==> src/rtl/secadv_pkg.sv <==
package secadv_pkg;

  typedef enum logic [2:0] {
    PH_IDLE,
    PH_XFER,
    PH_FINAL,
    PH_PACK,
    PH_RESULT
  } phase_t;

  typedef enum logic [1:0] {
    KIND_READ   = 2'd0,
    KIND_WRITE  = 2'd1,
    KIND_FORMAT = 2'd2,
    KIND_READID = 2'd3
  } cmdKind_t;

  // strobes from control to datapath
  typedef struct packed {
    logic loadStart;
    logic advance;
    logic evalEot;
    logic normalEnd;
    logic abortEnd;
    logic finalStep;
    logic latchPacket;
    logic goIdle;
  } advStrobes_t;

  localparam int unsigned BYTE_W    = 8;
  localparam int unsigned PKT_BYTES = 7;
  localparam logic [7:0]  SIZE_CODE = 8'd2;
  localparam int unsigned EOT_BIT   = 7;
  localparam logic [1:0]  END_OK    = 2'b00;
  localparam logic [1:0]  END_ABORT = 2'b01;

endpackage

==> src/rtl/secadv_control.sv <==
module secadv_control
  import secadv_pkg::*;
(
  input  logic        clk,
  input  logic        rstN,
  input  logic        startCmd,
  input  logic        sectorDone,
  input  logic        termCount,
  input  logic        idleReq,
  input  logic        eotFlag,
  input  logic        isRw,
  output advStrobes_t stb,
  output logic        resultStrobe,
  output logic        stopDrq
);

  phase_t phase, phaseNext;

  always_comb begin
    stb       = '0;
    phaseNext = phase;
    unique case (phase)
      PH_IDLE: begin
        if (startCmd) begin
          stb.loadStart = 1'b1;
          phaseNext     = PH_XFER;
        end
      end
      PH_XFER: begin
        if (sectorDone) begin
          if (!isRw) begin
            if (termCount) begin
              stb.normalEnd = 1'b1;
              phaseNext     = PH_FINAL;
            end
          end else if (termCount) begin
            stb.normalEnd = 1'b1;
            stb.advance   = !eotFlag;
            phaseNext     = PH_FINAL;
          end else if (eotFlag) begin
            stb.abortEnd = 1'b1;
            phaseNext    = PH_PACK;
          end else begin
            stb.advance = 1'b1;
            stb.evalEot = 1'b1;
          end
        end
      end
      PH_FINAL: begin
        stb.finalStep = 1'b1;
        phaseNext     = PH_PACK;
      end
      PH_PACK: begin
        stb.latchPacket = 1'b1;
        phaseNext       = PH_RESULT;
      end
      PH_RESULT: begin
        if (idleReq) begin
          stb.goIdle = 1'b1;
          phaseNext  = PH_IDLE;
        end
      end
      default: phaseNext = PH_IDLE;
    endcase
  end

  always_ff @(posedge clk or negedge rstN) begin
    if (!rstN) begin
      phase        <= PH_IDLE;
      resultStrobe <= 1'b0;
      stopDrq      <= 1'b0;
    end else begin
      phase        <= phaseNext;
      resultStrobe <= stb.latchPacket;
      stopDrq      <= stb.abortEnd;
    end
  end

endmodule

==> src/rtl/secadv_datapath.sv <==
module secadv_datapath
  import secadv_pkg::*;
#(
  parameter int unsigned CYL_W = 8,
  parameter int unsigned SEC_W = 8
) (
  input  logic                          clk,
  input  logic                          rstN,
  input  advStrobes_t                   stb,
  input  logic [1:0]                    cmdKind,
  input  logic [CYL_W-1:0]              startCyl,
  input  logic                          startHead,
  input  logic [SEC_W-1:0]              startSector,
  input  logic                          multiTrack,
  input  logic [1:0]                    driveSelect,
  input  logic [3:0]                    driveBusy,
  input  logic [SEC_W-1:0]              sectorsPerTrack,
  input  logic [CYL_W-1:0]              maxCylinder,
  output logic [7:0]                    st0,
  output logic [7:0]                    st1,
  output logic [7:0]                    st2,
  output logic [CYL_W-1:0]              curCyl,
  output logic                          curHead,
  output logic [SEC_W-1:0]              curSector,
  output logic [7:0]                    mainStatus,
  output logic [PKT_BYTES*BYTE_W-1:0]   resultBytes,
  output logic                          irq,
  output logic                          eotFlag,
  output logic                          isRw
);

  logic [1:0]       drive;
  cmdKind_t         kind;
  logic             mtMode;

  logic             atLast;
  logic [SEC_W-1:0] incSector;
  logic             incHead;
  logic             cylStep;
  logic [CYL_W-1:0] incCyl;
  logic             eotHit;
  logic             headNow;
  logic             finalMove;

  // next position after one sector
  always_comb begin
    atLast    = (curSector >= sectorsPerTrack);
    incSector = atLast ? SEC_W'(1) : curSector + SEC_W'(1);
    incHead   = (atLast && mtMode) ? ~curHead : curHead;
    cylStep   = atLast && (!mtMode || curHead);
    if (!cylStep)
      incCyl = curCyl;
    else if (curCyl >= maxCylinder)
      incCyl = maxCylinder;
    else
      incCyl = curCyl + CYL_W'(1);
    eotHit    = (incHead == mtMode) && (incSector == sectorsPerTrack);
    headNow   = stb.advance ? incHead : curHead;
  end

  assign eotFlag   = st1[EOT_BIT];
  assign isRw      = (kind == KIND_READ) || (kind == KIND_WRITE);
  assign finalMove = stb.finalStep && (st0[7:6] == END_OK) && eotFlag && isRw;

  always_ff @(posedge clk or negedge rstN) begin
    if (!rstN) begin
      curCyl      <= '0;
      curHead     <= 1'b0;
      curSector   <= '0;
      drive       <= '0;
      kind        <= KIND_READ;
      mtMode      <= 1'b0;
      st0         <= '0;
      st1         <= '0;
      st2         <= '0;
      mainStatus  <= 8'h80;
      resultBytes <= '0;
      irq         <= 1'b0;
    end else begin
      if (stb.loadStart) begin
        curCyl     <= startCyl;
        curHead    <= startHead;
        curSector  <= startSector;
        drive      <= driveSelect;
        kind       <= cmdKind_t'(cmdKind);
        mtMode     <= multiTrack;
        st1        <= '0;
        st2        <= '0;
        mainStatus <= {4'b0001, driveBusy};
      end
      if (stb.advance || finalMove) begin
        curCyl    <= incCyl;
        curHead   <= incHead;
        curSector <= incSector;
      end
      if (stb.advance && stb.evalEot && eotHit)
        st1[EOT_BIT] <= 1'b1;
      if (stb.normalEnd) begin
        st0 <= {END_OK, 3'b000, headNow, drive};
        st2 <= '0;
      end
      if (stb.abortEnd)
        st0 <= {END_ABORT, 3'b000, curHead, drive};
      if (finalMove) begin
        st1[EOT_BIT] <= 1'b0;
        st0[2]       <= incHead;
      end
      if (stb.latchPacket) begin
        resultBytes <= {SIZE_CODE, 8'(curSector), 8'(curHead), 8'(curCyl),
                        st2, st1, st0};
        irq         <= 1'b1;
      end
      if (stb.goIdle) begin
        st1        <= '0;
        st2        <= '0;
        mainStatus <= {4'b1000, mainStatus[3:0]};
        irq        <= 1'b0;
      end
    end
  end

endmodule

==> src/rtl/sector_result_unit.sv <==
module sector_result_unit
  import secadv_pkg::*;
#(
  parameter int unsigned CYL_W = 8,
  parameter int unsigned SEC_W = 8
) (
  input  logic             clk,
  input  logic             rstN,
  input  logic             startCmd,
  input  logic [1:0]       cmdKind,
  input  logic [CYL_W-1:0] startCyl,
  input  logic             startHead,
  input  logic [SEC_W-1:0] startSector,
  input  logic             multiTrack,
  input  logic [1:0]       driveSelect,
  input  logic [3:0]       driveBusy,
  input  logic [SEC_W-1:0] sectorsPerTrack,
  input  logic [CYL_W-1:0] maxCylinder,
  input  logic             sectorDone,
  input  logic             termCount,
  input  logic             idleReq,
  output logic [7:0]       st0,
  output logic [7:0]       st1,
  output logic [7:0]       st2,
  output logic [CYL_W-1:0] curCyl,
  output logic             curHead,
  output logic [SEC_W-1:0] curSector,
  output logic [7:0]       mainStatus,
  output logic [55:0]      resultBytes,
  output logic             resultStrobe,
  output logic             irq,
  output logic             stopDrq
);

  advStrobes_t stb;
  logic        eotFlag;
  logic        isRw;

  secadv_control i_control (
    .clk          (clk),
    .rstN         (rstN),
    .startCmd     (startCmd),
    .sectorDone   (sectorDone),
    .termCount    (termCount),
    .idleReq      (idleReq),
    .eotFlag      (eotFlag),
    .isRw         (isRw),
    .stb          (stb),
    .resultStrobe (resultStrobe),
    .stopDrq      (stopDrq)
  );

  secadv_datapath #(
    .CYL_W (CYL_W),
    .SEC_W (SEC_W)
  ) i_datapath (
    .clk             (clk),
    .rstN            (rstN),
    .stb             (stb),
    .cmdKind         (cmdKind),
    .startCyl        (startCyl),
    .startHead       (startHead),
    .startSector     (startSector),
    .multiTrack      (multiTrack),
    .driveSelect     (driveSelect),
    .driveBusy       (driveBusy),
    .sectorsPerTrack (sectorsPerTrack),
    .maxCylinder     (maxCylinder),
    .st0             (st0),
    .st1             (st1),
    .st2             (st2),
    .curCyl          (curCyl),
    .curHead         (curHead),
    .curSector       (curSector),
    .mainStatus      (mainStatus),
    .resultBytes     (resultBytes),
    .irq             (irq),
    .eotFlag         (eotFlag),
    .isRw            (isRw)
  );

endmodule

==> config.mk <==
export PLATFORM = sky130hd
export DESIGN_NAME = sector_result_unit
export DESIGN_NICKNAME = d
export VERILOG_FILES = /design/src/rtl/secadv_pkg.sv /design/src/rtl/secadv_control.sv /design/src/rtl/secadv_datapath.sv /design/src/rtl/sector_result_unit.sv
export SDC_FILE = /design/constraint.sdc
export NUM_CORES = 1
export LEC_CHECK = 0
export BUFFER_PORTS_ARGS = -buffer_cell sky130_fd_sc_hd__clkbuf_2
export CAP_MARGIN = 20
export CORE_ASPECT_RATIO = 1.75
export CORE_UTILIZATION = 45
export DETAILED_ROUTE_END_ITERATION = 10
export GPL_TIMING_DRIVEN = 0
export PLACE_DENSITY = 0.81
export SETUP_SLACK_MARGIN = 0.15
export SLEW_MARGIN = 20
export SYNTH_ARGS = -nofsm -noshare
export SYNTH_HDL_FRONTEND = slang
export SYNTH_SLANG_ARGS = --single-unit
export TNS_END_PERCENT = 20
==> constraint.sdc <==
create_clock -name clk -period 4.8 [get_ports clk]
set_clock_uncertainty 0.1 [all_clocks]
set_input_delay 0.72 -clock clk [delete_from_list [all_inputs] [get_ports clk]]
set_output_delay 0.72 -clock clk [all_outputs]
set_load 0.01 [all_outputs]
==> results of run 1 <==
sequential cells by signal, summed over array words and instances (netlist names):
signal                  flops
i_datapath.st1              1
i_datapath.irq              1
i_datapath.drive            2
i_datapath.kind             1
i_control.phase             3
i_datapath.curCyl           8
i_datapath.st0              4
i_datapath.resultBytes     23
i_control.resultStrobe      1
i_datapath.curSector        8
i_datapath.curHead          1
i_datapath.mtMode           1
i_datapath.mainStatus       6
i_control.stopDrq           1
critical path, cell delays in order (launching register included):
cell	delay (ns)
dfrtp_1	0.37
clkbuf_1	0.31
inv_1	0.18
ha_1	0.30
nor3b_1	0.21
o21a_1	0.18
o21ba_2	0.17
clkbuf_1	0.38
nand2_1	0.12
a222oi_1	0.39
nand4_1	0.12
o21ai_1	0.14
cell type report:
cell class                 count  area (um^2)  share of cell area
timing repair buffer         101        530.5              0.1051
clock buffer                  14        274.0             0.05426
multi-input combinational    300         2032              0.4024
buffer                        67        465.4             0.09217
sequential                    61         1528              0.3025
clock inverter                 1        5.005           0.0009911
inverter                      19        71.32             0.01412
tap                          115        143.9             0.02849
cell usage in the layout (no fill, tap or decap), types with 8 or more instances in the layout:
master      n
o21ai_0    13
o21ai_1    11
xnor2_1     8
nand2_1    29
conb_1     54
dfrtp_1    60
clkbuf_1   10
clkbuf_16   9
nand2b_1    8
clkbuf_2   99
buf_4      56
ha_1       18
nor2_1     17
inv_1      19
mux2_2     32
a21oi_1    22
worst min-delay path by stage:
stage / startpoint / endpoint / slack [ns] / cells after the start
6_report: rstN / i_datapath.resultBytes[26] / 0.20 / 1
5_1_grt: rstN / i_datapath.resultBytes[26] / 0.22 / 1
4_1_cts: rstN / i_datapath.curSector[0] / 0.20 / 1
3_5_place_dp: i_datapath.resultBytes[49] / i_datapath.resultBytes[49] / 0.36 / 1
3_3_place_gp: i_datapath.resultBytes[49] / i_datapath.resultBytes[49] / 0.35 / 1
2_1_floorplan: rstN / i_control.phase[0] / 0.32 / 0
cell families after synthesis:
kind of cell / Yosys count / share of synthesized area
flip-flops: 61 / 0.3920
AND/OR/NAND/NOR: 97 / 0.1384
adder cells (fa/ha/maj): 18 / 0.05779
AO/OA/AOI/OAI: 79 / 0.1342
other: 1 / 0.0009622
XOR/XNOR: 15 / 0.03371
multiplexers: 37 / 0.1053
buffers and inverters: 86 / 0.1377
stage by stage:
step,utilization,instances
floorplan,-,447
global placement,0.5665,662
detailed placement,0.5701,663
CTS,0.6035,678
global route,0.6035,678
finish,0.6035,678
power by group through the flow:
stage          combinational, mW  clock, mW  sequential, mW
2_1_floorplan              0.915          0           0.988
3_3_place_gp                1.39          0           0.940
3_5_place_dp                1.43          0           0.951
4_1_cts                     1.44      0.624           0.945
5_1_grt                     1.59      0.641           0.981
6_report                    1.43      0.610           0.943
per-layer routing:
metal  wire length (um)  global-route usage  up-vias
li1                   -                   -     1607
met1               3652              0.2476     1551
met2               5094              0.3942      131
met3                404             0.02901       33
met4                471              0.1442        0
met5                  0                   0        -
==> metrics.md, run 1 <==
| Metric | Value |
|---|---|
| Outcome | `completed` |
| Starting DRT DRC Count | `191` |
| Crit path to | `i_datapath.st1[7]` |
| Leak Pwr | `about 2.6 nW` |
| Most common cell in the netlist | `dfrtp_1` |
| Total power | `slightly below 3 mW` |
| Boundary Pins | `about 160` |
| Final worst slack | `1.756 ns` |
| Switching Fraction | `0.4059` |
| Ant diodes | `0` |
| Core footprint | `8368 um^2` |
| Pre-Repair DR Iteration Count | `4` |
| Die ar. | `9052 um^2` |
| Post-layout min period | `slightly above 3 ns` |
| Post-cts resize count | `0` |
| Power Density | `roughly 590 nW/um^2` |
| Tcrit/Tclk final | `0.6342` |
| Top cells by area, synth | `dfrtp_1 (39%), buf_4 (11%), mux2_2 (9.2%), ha_1 (5.8%), a21oi_1 (2.8%)` |
| Hold buffer count at CTS | `0` |
| Critical path endpoint category | `flip-flop` |
| Setup violators final | `0` |
| GRT Util Overall | `0.2249` |
| Design area | `5050 um^2` |
| Crit path required time | `between 4 and 5 ns` |
| Slew headroom | `0.3742` |
| FP Rows | `44` |
| DR vias | `about 3300` |
| RR Startpoint | `i_datapath.curSector[0]` |
| Max Cap Violations | `0` |
| Flop pwr share | `0.316` |
| Final Hold Viols | `0` |
| Synth cell types | `56` |
| Area leader, netlist | `dfrtp_1` |
| FILL cells | `784` |
| Vias in the first global route | `3221` |
| Clk_lat worst skew | `around 0.33 ns` |
| Critical Path Start Type | `flip-flop` |
| Share of layout cells above drive strength 1 | `0.3890` |
| Die Y | `125.1 um` |
| Crit Path Category | `flip-flop to flip-flop` |
| Vias/cell | `around 4.9` |
| Global placer's final weighted congestion | `roughly 0.86` |
| Initial antenna violation count | `0` |
| Gr ovfl total | `0` |
| Cells after Synth | `around 390` |
| Initial Util | `0.4658` |
| Hold crit path type | `input pin to async pin` |
| Drc violations | `0` |
| Antenna-violating nets left | `0` |
| Top_reg_cell synth | `dfrtp_1` |
| Internal Power | `between 1.5 and 2 mW` |
| Final nets | `between 600 and 700` |
| Post CTS Setup Buffer Count | `0` |
| Clock transition at path regs | `roughly 0.06 ns` |
| Worst R2R Setup Slack | `between 1.5 and 2 ns` |
| Register area share after synthesis | `0.3920` |
| Setup WS pre-CTS | `1.720 ns` |
| PortBufs | `100` |
| Placement Cell Area | `~4800 um^2` |
| Largest net degree at the start of global routing | `between 40 and 50` |
| Cell Area, Synth | `a little under 4000 um^2` |
| Clock Sinks | `61` |
| RSZ-0062 raised after global routing | `false` |
| Net Sw Power | `between 1 and 1.5 mW` |
| CP startpoint | `i_datapath.curSector[0]` |
| CTS Root Cell | `clkbuf_16` |
| CTS tree | `done` |
| First-pass GRT wire length | `roughly 16000 um` |
| CTS Buf Count | `9` |
| Combinational power share | `0.479` |
| CP arrival | `3.20 ns` |
| Mean Syn Cell Area | `between 9 and 10 um^2` |
| # H-tree levels | `3` |
| Setup_tns | `0 ns` |
| HPWL after DPL | `around 7500 um` |
| Hold WS | `between 0.15 and 0.2 ns` |
| Async S/R FF share, synth | `1.000` |
| Yosys top cell area share | `0.3852` |
| Clock group share of total power | `0.205` |
| Layout Area Growth over Synthesis | `29.57%` |
| Clock tree buffer depth | `2` |
| CP max FO | `10` |
| Synthesized flop and latch total | `between 60 and 70` |
| Worst-Margin Slew | `between 0.9 and 1 ns` |
| Highest Clock Rate | `~330 MHz` |
| Synthesis Warnings | `0` |
| Commonest cells post-synth | `dfrtp_1 (60), buf_4 (56), mux2_2 (32)` |
| Final count of pins violating max slew | `0` |
| Routed wire per std cell | `approximately 14 um` |
| EDFF count, synth | `0` |
| Die W | `around 72 um` |
| Path depth of the worst reg2reg path | `11` |
| Worst vdd ir | `roughly 0.27 mV` |
| WL final | `9623 um` |
| RR Endpoint | `i_datapath.st1[7]` |
No activity file was read; power rests on OpenSTA's default activity.
==> run 2, diff against run 1 <==
- clock period: 4.8 -> 3 ns (I/O delays scaled with it)
==> run 2 against run 1 <==
Net effect: via count increased by 0.12%; clock power increased by 60%; critical path depth decreased by 2; maximum frequency increased by 15%; count of clock-buffer cells in the layout unchanged; die area unchanged; cell area increased by 0.52%; non-clock buffer count increased by 1; sequential share of layout area decreased by 0.16 points; register-to-register slack got worse by 1.4 ns; largest cell class unchanged; largest power group unchanged.
==> metrics.md, run 2 (synthesis results as in run 1) <==
| Metric | Value |
|---|---|
| Outcome | `completed (unchanged)` |
| Slew headroom | `0.3765 (was 0.3742)` |
| Layout Area Growth over Synthesis | `30.24% (was 29.57%)` |
| Drc violations | `0 (unchanged)` |
| Final Hold Viols | `0 (unchanged)` |
| Most common cell after layout, fill and taps aside | `clkbuf_2 (unchanged)` |
| Pre-Repair DR Iteration Count | `6 (was 4)` |
| CTS Root Cell | `clkbuf_16 (unchanged)` |
| Max Cap Violations | `0 (unchanged)` |
| Ant diodes | `0 (unchanged)` |
| Clock Sinks | `61 (unchanged)` |
| Placement Cell Area | `4771 um^2 (unchanged)` |
| Flop pwr share | `0.315 (was 0.316)` |
| Post CTS Setup Buffer Count | `0 (unchanged)` |
| Starting DRT DRC Count | `214 (was 191)` |
| Tcrit/Tclk final | `0.8790 (was 0.6342)` |
| Vias in the first global route | `3224 (was 3221)` |
| Core footprint | `8368 um^2 (unchanged)` |
| Critical path endpoint category | `flip-flop (unchanged)` |
| Worst-Margin Slew | `0.9318 ns (was 0.9352 ns)` |
| Initial antenna violation count | `0 (unchanged)` |
| Post-layout min period | `2.637 ns (was 3.044 ns)` |
| Crit Path Category | `flip-flop to flip-flop (unchanged)` |
| Gr ovfl total | `0 (unchanged)` |
| RR Endpoint | `i_datapath.curCyl[3] (was i_datapath.st1[7])` |
| PortBufs | `100 (unchanged)` |
| Clock tree buffer depth | `2 (unchanged)` |
| CTS tree | `done (unchanged)` |
| Max reg flops | `23 (unchanged)` |
| RSZ-0062 raised after global routing | `false (unchanged)` |
| Vias/cell | `4.898 (was 4.900)` |
| Die Y | `125.1 um (unchanged)` |
| Hold Path End | `i_datapath.curSector[0]` |
| Path depth of the worst reg2reg path | `9 (was 11)` |
| Largest register by flop count | `i_datapath.resultBytes (unchanged)` |
| FILL cells | `781 (was 784)` |
| WL final | `9635 um (was 9623 um)` |
| Die W | `72.35 um (unchanged)` |
| Clock group share of total power | `0.203 (was 0.205)` |
| Antenna-violating nets left | `0 (unchanged)` |
| Die ar. | `9052 um^2 (unchanged)` |
| RR Startpoint | `i_datapath.curCyl[0] (was i_datapath.curSector[0])` |
| Internal Power | `2.854 mW (was 1.772 mW)` |
| Top flop regs | `i_datapath.resultBytes (23), i_datapath.curCyl (8), i_datapath.curSector (8) (unchanged)` |
| Worst Hold Depth | `2` |
| DR vias | `3326 (was 3322)` |
| Final count of pins violating max slew | `0 (unchanged)` |
| Highest Clock Rate | `379.2 MHz (was 328.5 MHz)` |
| Switching Fraction | `0.4047 (was 0.4059)` |
| FP Rows | `44 (unchanged)` |
| Crit path required time | `3.15 ns (was 4.96 ns)` |
| Net Sw Power | `1.940 mW (was 1.211 mW)` |
| Design area | `5076 um^2 (was 5050 um^2)` |
| Setup_tns | `0 ns (unchanged)` |
| Combinational power share | `0.482 (was 0.479)` |
| GRT Util Overall | `0.2254 (was 0.2249)` |
| HP Start | `startSector[0]` |
| Leak Pwr | `2.664 nW (was 2.648 nW)` |
| Power Density | `944.3 nW/um^2 (was 590.6 nW/um^2)` |
| Worst vdd ir | `0.4437 mV (was 0.2661 mV)` |
| Boundary Pins | `156 (unchanged)` |
| # H-tree levels | `3 (unchanged)` |
| Initial Util | `0.4658 (unchanged)` |
| Clk_lat worst skew | `0.33 ns (about the same)` |
| CP max FO | `9 (was 10)` |
| Worst R2R Setup Slack | `0.36 ns (was 1.76 ns)` |
| CP arrival | `2.79 ns (was 3.20 ns)` |
| HPWL after DPL | `7528 um (unchanged)` |
| Finished Layout Cells | `679 (was 678)` |
| First-pass GRT wire length | `15560 um (was 15530 um)` |
| Most frequent cells in the layout | `clkbuf_2 (99), dfrtp_1 (60), buf_4 (56), conb_1 (54), mux2_2 (32) (unchanged)` |
| Critical Path Start Type | `flip-flop (unchanged)` |
| Clock transition at path regs | `0.06 ns (about the same)` |
| CTS Buf Count | `9 (unchanged)` |
| Setup violators final | `0 (unchanged)` |
| Final nets | `626 (was 625)` |
| Routed wire per std cell | `14.19 um (about the same)` |
| Largest net degree at the start of global routing | `44 (unchanged)` |
| Share of layout cells above drive strength 1 | `0.3954 (was 0.3890)` |
| Global placer's final weighted congestion | `0.8557 (unchanged)` |
| Placed cell count | `663 (unchanged)` |
| Hold crit path type | `input pin to flip-flop (was input pin to async pin)` |
run 2: per-layer routing:
| layer | vias to the layer above | part of all wire | GRT usage |
|---|---|---|---|
| met3 | 32 | 0.042 | 0.02901 |
| met1 | 1558 | 0.38 | 0.2476 |
| li1 | 1609 | - | - |
| met2 | 127 | 0.53 | 0.3958 |
| met5 | - | 0 | 0 |
| met4 | 0 | 0.048 | 0.1442 |
run 2: worst max-delay path by stage:
stage	from	end	slack, ns
4_1_cts	i_datapath.curSector[0]	i_datapath.st1[7]	0.28
2_1_floorplan	i_datapath.curSector[0]	i_datapath.st1[7]	0.42
6_report	i_datapath.curCyl[0]	i_datapath.curCyl[3]	0.36
5_1_grt	i_datapath.curCyl[5]	i_datapath.curCyl[0]	0.15
3_5_place_dp	i_datapath.curSector[0]	i_datapath.st1[7]	-0.0001
3_3_place_gp	i_datapath.curSector[0]	i_datapath.st1[7]	-0.0003
run 2: through the flow:
stage	hold slack, ns	util	total power [mW]	worst slack, ns
after floorplan	0.05441	-	3.045	0.4210
after global placement	0.3515	0.5665	3.723	-0.0003062
after detailed placement	0.2834	0.5701	3.803	-0.0001350
after CTS	0.2419	0.6054	4.819	0.2788
after global routing	0.2516	0.6066	5.153	0.1514
final	0.2504	0.6066	4.794	0.3630
run 2: final cells by class:
cell class	count	area, um^2	area share
tap	115	143.9	0.02835
inverter	19	71.32	0.01405
sequential	61	1528	0.3010
clock inverter	1	5.005	0.0009859
timing repair buffer	102	540.5	0.1065
multi-input combinational	300	2041	0.4020
buffer	67	473.0	0.09317
clock buffer	14	274.0	0.05398
run 2: power by group through the flow:
stage                     clock network [mW]  logic [mW]  registers, mW
after floorplan                            0        1.46           1.58
after global placement                     0        2.22           1.50
after detailed placement                   0        2.28           1.52
after CTS                              0.998        2.31           1.51
after global routing                    1.03        2.56           1.57
final                                  0.974        2.31           1.51
run 2: what timing repair did:
item	in CTS	in global routing
pin swaps	0	2
endpoints found under the setup margin	2	1
endpoints found under the hold margin	18	0
hold buffers	1	0
resized for setup	3	5
run 2: critical path, stage by stage, from the launching register on:
cell	delay, ns
dfrtp_1	0.41
inv_1	0.11
ha_1	0.27
nand2b_1	0.09
a21o_1	0.11
a21o_1	0.12
a21oi_1	0.09
nor2_1	0.73
mux2_2	0.42
o21ai_1	0.12
==> run 3, diff against run 2 <==
- PLACE_DENSITY: 0.81 -> 0.78
- SYNTH_HIERARCHICAL: unset -> 1
==> run 3 against run 2 <==
Net effect: area after synthesis shrank 0.26%; first-iteration DRC count shrank 29%; non-clock buffer count is 1 lower; count of clock-buffer cells in the layout decreased by 5; sequential share of layout area barely moved; wire length grew 0.13%; cell area up 0.15%; worst setup slack lost 0.040 ns; worst hold slack got worse by 0.019 ns; synthesized cell count fell by 1.8%; critical endpoint is now i_datapath/curSector[7]; largest cell class unchanged.
==> metrics.md, run 3 <==
| Metric | Value |
|---|---|
| Power Density | `951.5 nW/um^2 (was 944.3 nW/um^2)` |
| PortBufs | `100 (unchanged)` |
| Starting DRT DRC Count | `153 (was 214)` |
| Initial antenna violation count | `0 (unchanged)` |
| Leak Pwr | `2.641 nW (was 2.664 nW)` |
| Core footprint | `8313 um^2 (was 8368 um^2)` |
| Hold WS | `0.2317 ns (was 0.2504 ns)` |
| Crit Path Category | `flip-flop to flip-flop (unchanged)` |
| CTS Buf Count | `9 (unchanged)` |
| Multi-input logic area | `2024 um^2 (was 2041 um^2)` |
| Final count of pins violating max slew | `0 (unchanged)` |
| Cell Area, Synth | `3887 um^2 (was 3897 um^2)` |
| Register area share after synthesis | `0.3930 (was 0.3920)` |
| Critical path endpoint category | `flip-flop (unchanged)` |
| Global placer's final weighted congestion | `0.8451 (was 0.8557)` |
| Routed wire per std cell | `14.34 um (was 14.19 um)` |
| CTS Root Cell | `clkbuf_16 (unchanged)` |
| Util after Layout | `0.6115 (was 0.6066)` |
| Worst R2R Setup Slack | `0.32 ns (was 0.36 ns)` |
| Tcrit/Tclk final | `0.8923 (was 0.8790)` |
| Post CTS Setup Buffer Count | `0 (unchanged)` |
| Area leader, netlist | `dfrtp_1 (unchanged)` |
| Top cells by area, synth | `dfrtp_1 (39%), buf_4 (11%), mux2_2 (10%), ha_1 (5.8%), a21oi_1 (2.8%) (was dfrtp_1 (39%), buf_4 (11%), mux2_2 (9.2%), ha_1 (5.8%), a21oi_1 (2.8%))` |
| Most common cell in the netlist | `dfrtp_1 (unchanged)` |
| Synthesized flop and latch total | `61 (unchanged)` |
| EDFF count, synth | `0 (unchanged)` |
| Layout Area Growth over Synthesis | `30.77% (was 30.24%)` |
| Worst vdd ir | `0.4762 mV (was 0.4437 mV)` |
| Post-layout min period | `2.677 ns (was 2.637 ns)` |
| Clk_lat worst skew | `0.33 ns (about the same)` |
| Drc violations | `0 (unchanged)` |
| Most frequent cells in the layout | `clkbuf_2 (101), dfrtp_1 (59), buf_4 (55), conb_1 (54), mux2_2 (35) (was clkbuf_2 (99), dfrtp_1 (60), buf_4 (56), conb_1 (54), mux2_2 (32))` |
| Mean Syn Cell Area | `10.05 um^2 (was 9.892 um^2)` |
| Crit path required time | `3.17 ns (was 3.15 ns)` |
| Die W | `72.26 um (was 72.35 um)` |
| # H-tree levels | `3 (unchanged)` |
| Pre-Repair DR Iteration Count | `4 (was 6)` |
| Most common cell after layout, fill and taps aside | `clkbuf_2 (unchanged)` |
| Slew headroom | `0.4605 (was 0.3765)` |
| DR vias | `3241 (was 3326)` |
| Register area | `1529 um^2 (was 1528 um^2)` |
| Initial Util | `0.4676 (was 0.4658)` |
| Finished Layout Cells | `673 (was 679)` |
| Share of layout cells above drive strength 1 | `0.4122 (was 0.3954)` |
| Setup violators final | `0 (unchanged)` |
| Commonest cells post-synth | `dfrtp_1 (60), buf_4 (55), mux2_2 (35) (was dfrtp_1 (60), buf_4 (56), mux2_2 (32))` |
| Setup_tns | `0 ns (unchanged)` |
| Cells after Synth | `387 (was 394)` |
| HP Start | `cmdKind[1] (was startSector[0])` |
| Clock Sinks | `61 (unchanged)` |
| Die Y | `125.0 um (was 125.1 um)` |
| Gr ovfl total | `0 (unchanged)` |
| CP max FO | `10 (was 9)` |
| Outcome | `completed (unchanged)` |
| Max Cap Violations | `0 (unchanged)` |
| Hold crit path type | `input pin to flip-flop (unchanged)` |
| Boundary Pins | `156 (unchanged)` |
| Largest register by flop count | `i_datapath/resultBytes (was i_datapath.resultBytes)` |
| Clock transition at path regs | `0.05 ns (was 0.06 ns)` |
| RSZ-0062 raised after global routing | `false (unchanged)` |
| Async S/R FF share, synth | `1.000 (unchanged)` |
| Critical Path Start Type | `flip-flop (unchanged)` |
| Final Hold Viols | `0 (unchanged)` |
| First-pass GRT wire length | `15280 um (was 15560 um)` |
| Synth cell types | `55 (was 56)` |
| HPWL after DPL | `7452 um (was 7528 um)` |
| Yosys top cell area share | `0.3862 (was 0.3852)` |
| Top_reg_cell synth | `dfrtp_1 (unchanged)` |
| CP arrival | `2.85 ns (was 2.79 ns)` |
| WL final | `9648 um (was 9635 um)` |
| Vias/cell | `4.816 (was 4.898)` |
| Highest Clock Rate | `373.6 MHz (was 379.2 MHz)` |
| Vias in the first global route | `3272 (was 3224)` |
| Placed cell count | `656 (was 663)` |
| Worst Hold Depth | `3 (was 2)` |
| Die ar. | `9029 um^2 (was 9052 um^2)` |
| RR Endpoint | `i_datapath/curSector[7] (was i_datapath.curCyl[3])` |
| Final nets | `619 (was 626)` |
| Largest net degree at the start of global routing | `51 (was 44)` |
| Top flop regs | `i_datapath/resultBytes (23), i_datapath/curCyl (8), i_datapath/curSector (8) (was i_datapath.resultBytes (23), i_datapath.curCyl (8), i_datapath.curSector (8))` |
| CTS tree | `done (unchanged)` |
| Worst-Margin Slew | `0.7981 ns (was 0.9318 ns)` |
| Synthesis Warnings | `6 (was 0)` |
| GRT Util Overall | `0.2222 (was 0.2254)` |
| Hold Path End | `i_datapath/kind[1] (was i_datapath.curSector[0])` |
| Clock tree buffer depth | `2 (unchanged)` |
| FP Rows | `44 (unchanged)` |
| RR Startpoint | `i_datapath/curSector[2] (was i_datapath.curCyl[0])` |
| Total power | `4.837 mW (was 4.794 mW)` |
| Path depth of the worst reg2reg path | `8 (was 9)` |
| Ant diodes | `0 (unchanged)` |
| FILL cells | `716 (was 781)` |
| Antenna-violating nets left | `0 (unchanged)` |
| Max reg flops | `23 (unchanged)` |
[run 3: changes by cell type after synthesis, moves of 3 or more]
cell	change
nand2_1	-12
o21ai_1	-11
nor2_1	+9
o22ai_1	+7
nand2b_1	-6
inv_1	+4
nand3b_1	-4
a22oi_1	-3
and3_1	+3
mux2_2	+3
o211ai_1	-3
xor2_1	-3
[run 3: logic make-up (layout without fill, tap and decap cells)]
logic type	Yosys count	in the layout	share of synthesized area
AOI/OAI and AO/OA	73	73	0.1226
xor gates and xnor gates	14	14	0.03154
adders and majority gates	18	18	0.05793
and+or+nand+nor	90	90	0.1374
muxes	41	41	0.1168
buffers and inverters	89	207	0.1397
other	1	54	0.0009646
DFF	61	61	0.3930
[run 3: layout make-up]
type / instances / share of cell area
Multi-Input combinational cell: 290 / 0.3982
Sequential cell: 61 / 0.3008
Timing Repair Buffer: 102 / 0.1063
Buffer: 66 / 0.09033
Clock buffer: 9 / 0.04430
Tap cell: 115 / 0.02830
Inverter: 23 / 0.01698
Clock inverter: 7 / 0.01477
[run 3: critical path: stages (launching register included)]
cell and delay, ns:
dfrtp_2 0.48, ha_1 0.31, a211oi_1 0.22, o21ai_0 0.17, a21oi_2 0.33, buf_2 0.29
nand2_1 0.22, nor4_1 0.33, a221o_1 0.15
[run 3: metal layers]
metal | vias to the layer above | part of all wire | track usage
li1 | 1585 | - | -
met2 | 126 | 0.55 | 0.3925
met5 | - | 0 | 0
met3 | 22 | 0.050 | 0.04593
met4 | 0 | 0.033 | 0.1407
met1 | 1508 | 0.37 | 0.2315
[run 3: what timing repair did]
action	in CTS	in global routing
pin swaps	0	1
endpoints found under the setup margin	8	16
hold endpoints to repair	10	0
gates resized for setup	1	6
hold buffers	1	0
[run 3: report_power, final]
group          total [mW]  leakage (nW)  internal [mW]  switching [mW]
Sequential           1.57         0.742           1.19           0.384
Combinational        2.23          1.75           1.07            1.17
Clock                1.03         0.150          0.646           0.383
Total                4.84          2.64           2.90            1.93
[run 3: stage by stage]
stage          worst slack (ns)  cell area [um^2]
2_1_floorplan            0.5315              4086
6_report                 0.3231              5084
5_1_grt                  0.1096              5084
3_5_place_dp            0.04332              4761
4_1_cts                  0.1028              5076
3_3_place_gp             0.1070              4731
[run 3: how the worst max path moves through the flow]
stage,startpoint,end,slack (ns),cells past startpoint
global placement,sectorsPerTrack[2],i_datapath/curCyl[0],0.11,11
finish,i_datapath/curSector[2],i_datapath/curSector[7],0.32,8
detailed placement,sectorDone,i_datapath/curSector[2],0.04,8
floorplan,i_datapath/curSector[2],i_datapath/st1[7],0.53,8
CTS,i_datapath/curSector[2],i_datapath/curCyl[0],0.10,9
global route,i_datapath/curSector[2],i_datapath/curSector[7],0.11,8
